File: src/rtl/gf16_log_pipe.sv
module gf16_log_pipe #(
  parameter int W    = 4,
  parameter int NPE  = 4,
  parameter int NROT = 4,
  localparam int IW  = $clog2(NPE)
) (
  input  logic          clk,
  input  logic          rst_n,
  input  logic          cfg_we,
  input  logic [IW-1:0] cfg_idx,
  input  logic [W-1:0]  cfg_pat,
  input  logic [W-1:0]  cfg_pow,
  input  logic          cfg_poly,
  input  logic [W-1:0]  x_in,
  input  logic [W-1:0]  y_in,
  input  logic          op_in,
  output logic [W-1:0]  x_pow,
  output logic          x_hit,
  output logic [W-1:0]  y_pow,
  output logic          y_hit,
  output logic          op_out
);
  localparam int DEPTH = NPE * NROT;

  typedef struct packed {
    logic [W-1:0] x, y, xp, yp;
    logic         xh, yh, op;
  } st_t;

  logic [W-1:0] pat_q [NPE];
  logic [W-1:0] pw_q  [NPE];
  logic         poly_q[NPE];
  logic [W-1:0] rp [NPE][NROT];
  st_t          st_q[DEPTH];

  function automatic logic [W-1:0] mul_a(input logic [W-1:0] b, input logic p);
    return p ? {b[2] ^ b[3], b[1], b[0], b[3]} : {b[2], b[1], b[0] ^ b[3], b[3]};
  endfunction

  always_ff @(posedge clk or negedge rst_n)
    if (!rst_n) begin
      for (int i = 0; i < NPE; i++) begin
        pat_q[i]  <= '0;
        pw_q[i]   <= '0;
        poly_q[i] <= 1'b0;
      end
    end else if (cfg_we) begin
      pat_q[cfg_idx]  <= cfg_pat;
      pw_q[cfg_idx]   <= cfg_pow;
      poly_q[cfg_idx] <= cfg_poly;
    end

  for (genvar n = 0; n < NPE; n++) begin : g_pe
    assign rp[n][0] = pat_q[n];
    for (genvar k = 1; k < NROT; k++) begin : g_rot
      assign rp[n][k] = mul_a(rp[n][k-1], poly_q[n]);
    end
  end

  st_t entry;
  assign entry = '{x: x_in, y: y_in, xp: '0, yp: '0, xh: 1'b0, yh: 1'b0, op: op_in};

  for (genvar s = 0; s < DEPTH; s++) begin : g_stg
    localparam int N = s / NROT;
    localparam int K = s % NROT;
    st_t sin, sd;
    if (s == 0) begin : g_first
      assign sin = entry;
    end else begin : g_next
      assign sin = st_q[s-1];
    end

    always_comb begin
      sd = sin;
      if (!sin.xh && |sin.x && sin.x == rp[N][K]) begin
        sd.xh = 1'b1;
        sd.xp = pw_q[N] + W'(K);
      end
      if (!sin.yh && |sin.y && sin.y == rp[N][K]) begin
        sd.yh = 1'b1;
        sd.yp = pw_q[N] + W'(K);
      end
    end

    always_ff @(posedge clk or negedge rst_n)
      if (!rst_n) st_q[s] <= '0;
      else        st_q[s] <= sd;
  end

  assign x_pow  = st_q[DEPTH-1].xp;
  assign x_hit  = st_q[DEPTH-1].xh;
  assign y_pow  = st_q[DEPTH-1].yp;
  assign y_hit  = st_q[DEPTH-1].yh;
  assign op_out = st_q[DEPTH-1].op;
endmodule

File: config.mk
export PLATFORM = sky130hd
export DESIGN_NAME = gf16_log_pipe
export DESIGN_NICKNAME = d
export VERILOG_FILES = /design/src/rtl/gf16_log_pipe.sv
export SDC_FILE = /design/constraint.sdc
export NUM_CORES = 1
export LEC_CHECK = 0
export BUFFER_PORTS_ARGS = -buffer_cell sky130_fd_sc_hd__buf_2
export CAP_MARGIN = 5
export CORE_MARGIN = 2
export CORE_UTILIZATION = 60
export CTS_CLUSTER_DIAMETER = 50
export CTS_CLUSTER_SIZE = 40
export DETAILED_ROUTE_END_ITERATION = 7
export PLACE_DENSITY = 0.77
export SLEW_MARGIN = 20
export SYNTH_ARGS = -nofsm -noshare
export SYNTH_HDL_FRONTEND = slang
export SYNTH_SLANG_ARGS = --single-unit
File: constraint.sdc
create_clock -name clk -period 2.7 [get_ports clk]
set_clock_uncertainty 0.2 [all_clocks]
set_input_delay 0.135 -clock clk [delete_from_list [all_inputs] [get_ports clk]]
set_output_delay 0.135 -clock clk [all_outputs]
set_load 0.1 [all_outputs]
==> results of run 1 <==
==> report_power, final <==
part	leakage (nW)	total (W)	switching (W)	internal (W)
registers	4.11	0.00666	0.000627	0.00604
clock network	0.479	0.00422	0.00191	0.00230
logic	2.72	0.00392	0.00214	0.00178
==> synth_stat cells, drive strengths merged (3+ instances only) <==
| cell type | count |
|---|---|
| dfrtp | 332 |
| nor2 | 30 |
| maj3 | 3 |
| nand3 | 15 |
| nor3 | 35 |
| or2 | 14 |
| and2 | 8 |
| nand4 | 5 |
| o22ai | 3 |
| nand2b | 19 |
| o211ai | 9 |
| a21oi | 28 |
| nand3b | 5 |
| nand2 | 51 |
| a211o | 3 |
| nor3b | 4 |
| mux2i | 26 |
| mux2 | 127 |
| o311ai | 3 |
| a31oi | 10 |
| xor2 | 74 |
| buf | 41 |
| ha | 16 |
| o21ai | 37 |
| or3 | 12 |
| clkbuf | 10 |
| inv | 36 |
| and3 | 6 |
| xnor2 | 72 |
| a22oi | 5 |
| or4 | 9 |
| nor4 | 11 |
| nor2b | 13 |
| a211oi | 4 |
==> sequential cells by signal (all words and copies together) (netlist names) <==
signal	flops
pat_q	16
x_pow	4
x_hit	1
y_hit	1
pw_q	16
poly_q	4
g_stg.sin	150
op_out	1
g_stg.sd	135
y_pow	4
==> final cells by class <==
| type | count | area share |
|---|---|---|
| Inverter | 36 | 0.008438 |
| Clock inverter | 19 | 0.01172 |
| Sequential cell | 332 | 0.5189 |
| Clock buffer | 35 | 0.05063 |
| Timing Repair Buffer | 97 | 0.04829 |
| Multi-Input combinational cell | 680 | 0.3371 |
| Tap cell | 319 | 0.02492 |
==> worst paths after layout <==
kind,start,endpoint,depth (start not counted)
min in group asynchronous,rst_n,g_stg[13].sd[0]$_DFF_PN0_,3
setup reg to reg,poly_q[2]$_DFFE_PN0P_,g_stg[8].sin[10]$_DFF_PN0_,8
setup / recovery,poly_q[2]$_DFFE_PN0P_,g_stg[8].sin[10]$_DFF_PN0_,8
max in group asynchronous,rst_n,pw_q[15]$_DFFE_PN0P_,4
hold / removal,op_in,g_stg[1].sd[0]$_DFF_PN0_,2
hold reg to reg,g_stg[9].sd[0]$_DFF_PN0_,g_stg[10].sd[0]$_DFF_PN0_,0
==> metrics by stage <==
stage / worst slack, ns / std cells / instance area, µm²
finish: 0.09359 / 1518 / 16010
detailed placement: 0.08612 / 1440 / 14780
global placement: 0.1318 / 1440 / 14780
floorplan: 0.3668 / 1099 / 14110
global route: -0.003129 / 1518 / 16010
CTS: 0.08525 / 1516 / 16000
==> per-layer routing <==
metal	wire length, µm	vias to the layer above
li1	-	3926
met1	9701	4152
met2	15030	144
met3	798	71
met4	1079	0
met5	0	-
==> cell families (layout without fill, tap and decap cells) <==
logic type      after synthesis  count (layout)  share of synthesized area
flops                       332             332                     0.5889
simple gates                242             242                    0.09526
mux                         153             153                     0.1198
xor+xnor                    146             146                    0.09596
compound gates              120             120                    0.05499
buf+inv                      87             187                    0.02874
fa+ha+maj                    19              19                    0.01632
==> repair_timing <==
item / CTS / global route
buffers inserted: 0 / 2
setup endpoints to repair: 0 / 5
resized for setup: 0 / 1
endpoints found under the hold margin: 387 / 0
hold buffers: 22 / 0
==> metrics, run 1 <==
sequential-to-total area share from yosys stat=0.5889; CTS H-tree lvls=1; CP peak stage delay=between 0.5 and 0.6 ns; ys flop type=dfrtp_1; GRT Util Overall=0.2280; die area=around 25000 µm²; Avg WL per Cell=about 18 µm; antenna-violating nets left=0; Worst-path clk slew=around 0.07 ns; Chip Height=between 150 and 200 µm; CP startpoint kind=flip-flop; Pwr Density=approximately 920 nW/µm²; Cell Area, Synth=between 10000 and 15000 µm²; port buffer count=33; Yosys top cell by area=dfrtp_1; maxcap violations=0; Final Max Tran Viols=0; Gate Count Post-Synth=around 1100; post-synth cell types=roughly 70; CP Max Fanout=10; cell mode on critical path=buf_4; syn nets=between 1000 and 1500; Clock Path Buffers=3; Hold Vio Cnt, Final=0; Synth async-reset ratio=1.000; Core Region=~23000 µm²; final core utilization=0.6884; VDD IR max=about 0.00079 V; Final nets=~1200; vias per cell=5.463; CTS tree=done; die width=157.3 µm; #FFs+latches synth=between 300 and 400; initial antenna violation count=0; Post-synth EDFFs=0; GR Overflow Total=0; commonest non-fill, non-tap cell in the layout=dfrtp_1; multi-input combinational cell area=~5400 µm²; residual DRC count=0; share of layout cells above drive strength 1=0.2460; # setup viols final=0; CTS Buf Count=30; first-pass GRT wire length=about 44000 µm; drt first pass iters=4; top area cells in the synthesized netlist=dfrtp_1 (59%), mux2_2 (10%), xor2_1 (4.5%), xnor2_1 (4.0%), mux2i_1 (1.8%); Setup TNS=0 ns; CP Cell Sequence=buf_4, inv_1, a21boi_0, xnor2_1, or3_1, nor3_4, buf_4, mux2_2; row cnt=56; Worst EP required=slightly below 3 ns; gpl congestion=about 0.9; Area Overhead vs Synth=13.52%; Syn. warnings=0; status=completed; met3 Use GR=0.03029; commonest cells after routing, fill and taps aside=dfrtp_1 (331), mux2_2 (127), xor2_1 (72); Iteration-0 DRC Markers=between 300 and 400; crit path kind=reg2reg; critical path's top delay family=simple AND/OR/NAND/NOR gates; I/O pins=34; grt met2 use=0.4425; pin count of the biggest net entering global routing=between 70 and 80; Tightest Pin Transition=approximately 0.65 ns; HP Class=in2reg; Final Cycle Share=0.9653; power consumption=between 0.01 and 0.015 W; Clk Latency, worst-skew pair=around 0.56 ns; met1 usage=0.2485; Avg Cell Area, Syn=roughly 13 µm²; Tmin final=approximately 2.6 ns; Slowest-stage cell, CP=dfrtp_1; element type at the critical path end=flip-flop; share of the synthesized area in the top cell type=0.5889; detailed placer's ending HPWL=18820 µm; Pleak=between 7 and 8 nW; fmax=between 300 and 400 MHz; final WL=about 27000 µm; grt peak-use layer=met2; Slew headroom=0.5610; R2R Setup Slk=a little over 0.09 ns; Antenna Cells=0; # clock sinks=332; WHS=between 0.02 and 0.03 ns; fillers=1665; vias in the first global route=a little under 9000; initial core utilization=0.6064; Reg area=8309 µm²; Worst Path Arrival=2.84 ns; routed vias=approximately 8300; buffer and inverter count on the worst path=3; CTS Root Buffer Type=clkbuf_16
(Power assumes the default switching activity.)
==> inputs of run 2 (changes only) <==
--- a/config.mk
+++ b/config.mk
@@ -12,7 +12,7 @@
 export CTS_CLUSTER_DIAMETER = 50
 export CTS_CLUSTER_SIZE = 40
 export DETAILED_ROUTE_END_ITERATION = 7
-export PLACE_DENSITY = 0.77
+export PLACE_DENSITY = 0.83
 export SLEW_MARGIN = 20
 export SYNTH_ARGS = -nofsm -noshare
 export SYNTH_HDL_FRONTEND = slang
==> metrics, run 2 (same netlist as run 1, synthesis figures left out) <==
Comb pwr share=0.262 (was 0.265); Final Cycle Share=0.9681 (was 0.9653); vias in the first global route=8662 (was 8782); Chip Height=157.3 µm (unchanged); GRT Util Overall=0.2269 (was 0.2280); crit path kind=reg2reg (unchanged); status=completed (unchanged); R2R depth=5 (was 8); initial core utilization=0.6064 (unchanged); Setup TNS=0 ns (unchanged); fin worst setup slack=0.08616 ns (was 0.09359 ns); Flop pwr share=0.447 (was 0.450); Tightest Pin Transition=0.6448 ns (was 0.6541 ns); crit path capture=g_stg[2].sin[5]$_DFF_PN0_ (was g_stg[8].sin[10]$_DFF_PN0_); Worst EP required=2.94 ns (about the same); CTS tree=done (unchanged); crit path launch=pat_q[15]$_DFFE_PN0P_ (was poly_q[2]$_DFFE_PN0P_); Internal=0.01010 W (was 0.01012 W); Clk Latency, worst-skew pair=0.56 ns (about the same); CTS Root Buffer Type=clkbuf_16 (unchanged); commonest non-fill, non-tap cell in the layout=dfrtp_1 (unchanged); maxcap violations=0 (unchanged); vias per cell=5.481 (was 5.463); Clock Path Buffers=3 (unchanged); detailed placer's ending HPWL=18460 µm (was 18820 µm); RSZ-0062 raised after global routing=no; Setup Buffers After CTS=0 (unchanged); # setup viols final=0 (unchanged); grt met2 use=0.4454 (was 0.4425); grt peak-use layer=met2 (unchanged); CTS H-tree lvls=1 (unchanged); Crit Reg-Reg Startpoint=pat_q[15]$_DFFE_PN0P_ (was poly_q[2]$_DFFE_PN0P_); element type at the critical path end=flip-flop (unchanged); Pleak=7.295 nW (was 7.316 nW); # clock sinks=332 (unchanged); Avg WL per Cell=17.57 µm (was 17.53 µm); fmax=382.6 MHz (was 383.7 MHz); min-delay src=op_in (unchanged); share of layout cells above drive strength 1=0.2429 (was 0.2460); Final nets=1209 (was 1216); switching pwr=0.004777 W (was 0.004683 W); power consumption=0.01488 W (was 0.01480 W); first-pass GRT wire length=43860 µm (was 43890 µm); fillers=1621 (was 1665); Area Overhead vs Synth=13.15% (was 13.52%); die area=24750 µm² (unchanged); Worst-path clk slew=0.07 ns (about the same); antenna-violating nets left=0 (unchanged); I/O pins=34 (unchanged); initial antenna violation count=0 (unchanged); CP Max Fanout=9 (was 10); Antenna Cells=0 (unchanged); residual DRC count=0 (unchanged); Pwr Density=932.0 nW/µm² (was 924.1 nW/µm²); R2R Setup Slk=0.09 ns (about the same); met1 usage=0.2556 (was 0.2485); gpl congestion=0.9149 (was 0.8887); final WL=26580 µm (was 26610 µm); Final Max Tran Viols=0 (unchanged); Iteration-0 DRC Markers=394 (was 353); pre-CTS setup slack=0.08365 ns (was 0.08612 ns); routed vias=8293 (unchanged); Slew headroom=0.5673 (was 0.5610); Core Region=23260 µm² (unchanged); VDD IR max=0.0006926 V (was 0.0007897 V); GR Overflow Total=0 (unchanged); r2r endpoint=g_stg[2].sin[5]$_DFF_PN0_ (was g_stg[8].sin[10]$_DFF_PN0_); CP startpoint kind=flip-flop (unchanged); met3 Use GR=0.02588 (was 0.03029); Worst Path Arrival=2.85 ns (was 2.84 ns); Hold Vio Cnt, Final=0 (unchanged); Largest register FFs=150 (unchanged); drt first pass iters=5 (was 4); switch share=0.3211 (was 0.3164); pin count of the biggest net entering global routing=78 (was 75); HP Class=in2reg (unchanged); Tmin final=2.614 ns (was 2.606 ns); commonest cells after routing, fill and taps aside=dfrtp_1 (330), mux2_2 (127), xor2_1 (72) (was dfrtp_1 (331), mux2_2 (127), xor2_1 (72)); die width=157.3 µm (unchanged); clock share of power=0.291 (was 0.285); row cnt=56 (unchanged); CTS Buf Count=31 (was 30); port buffer count=33 (unchanged)
run 2: power by group through the flow:
| stage | logic, W | registers [W] | clock network [W] |
|---|---|---|---|
| 6_report | 0.00390 | 0.00665 | 0.00433 |
| 5_1_grt | 0.00427 | 0.00677 | 0.00463 |
| 4_1_cts | 0.00393 | 0.00665 | 0.00441 |
| 3_5_place_dp | 0.00386 | 0.00674 | 0 |
| 3_3_place_gp | 0.00371 | 0.00668 | 0 |
| 2_1_floorplan | 0.00276 | 0.00688 | 0 |
run 2: worst min path at each step:
| stage | endpoint | slack [ns] | depth (start not counted) |
|---|---|---|---|
| after floorplan | g_stg[10].sd[0]$_DFF_PN0_ | -0.36 | 0 |
| after global placement | op_out$_DFF_PN0_ | -0.07 | 1 |
| after detailed placement | op_out$_DFF_PN0_ | -0.07 | 1 |
| after CTS | poly_q[3]$_DFFE_PN0P_ | 0.004 | 4 |
| after global routing | g_stg[1].sd[11]$_DFF_PN0_ | 0.03 | 2 |
| final | g_stg[1].sd[0]$_DFF_PN0_ | 0.03 | 2 |
run 2: per-stage QoR:
step | cells | instance area [µm²] | util | hold WS [ns]
after floorplan | 1099 | 14110 | - | -0.3606
after global placement | 1432 | 14690 | 0.6317 | -0.06656
after detailed placement | 1432 | 14690 | 0.6317 | -0.06697
after CTS | 1513 | 15960 | 0.6861 | 0.003626
after global routing | 1513 | 15960 | 0.6862 | 0.03082
final | 1513 | 15960 | 0.6862 | 0.02528
run 2: timing repair:
item	4_1_cts	5_1_grt
setup endpoints to repair	0	15
hold endpoints to repair	387	0
resized for setup	0	2
hold buffers	24	0
run 2: worst max-delay path, stage by stage, from the launching register on:
cell and delay, ns:
dfrtp_1 0.52, nor2b_2 0.27, xor2_2 0.37, nand3_1 0.17, o21ai_1 0.55, mux2_2 0.42
run 2: final cells by class:
| class | count | area (µm²) | share of cell area |
|---|---|---|---|
| well taps | 319 | 399.1 | 0.02500 |
| repair buffers | 89 | 693.2 | 0.04342 |
| clock inverters | 24 | 232.7 | 0.01458 |
| multi-input cells | 680 | 5399 | 0.3382 |
| clock buffers | 33 | 793.3 | 0.04969 |
| flip-flops and latches | 332 | 8310 | 0.5206 |
| inverters | 36 | 135.1 | 0.008465 |
run 2: layer usage:
layer  up-vias  share of wire
met3        43          0.028
met1      4189           0.38
met5         -              0
met4         0          0.026
li1       3924              -
met2       137           0.57
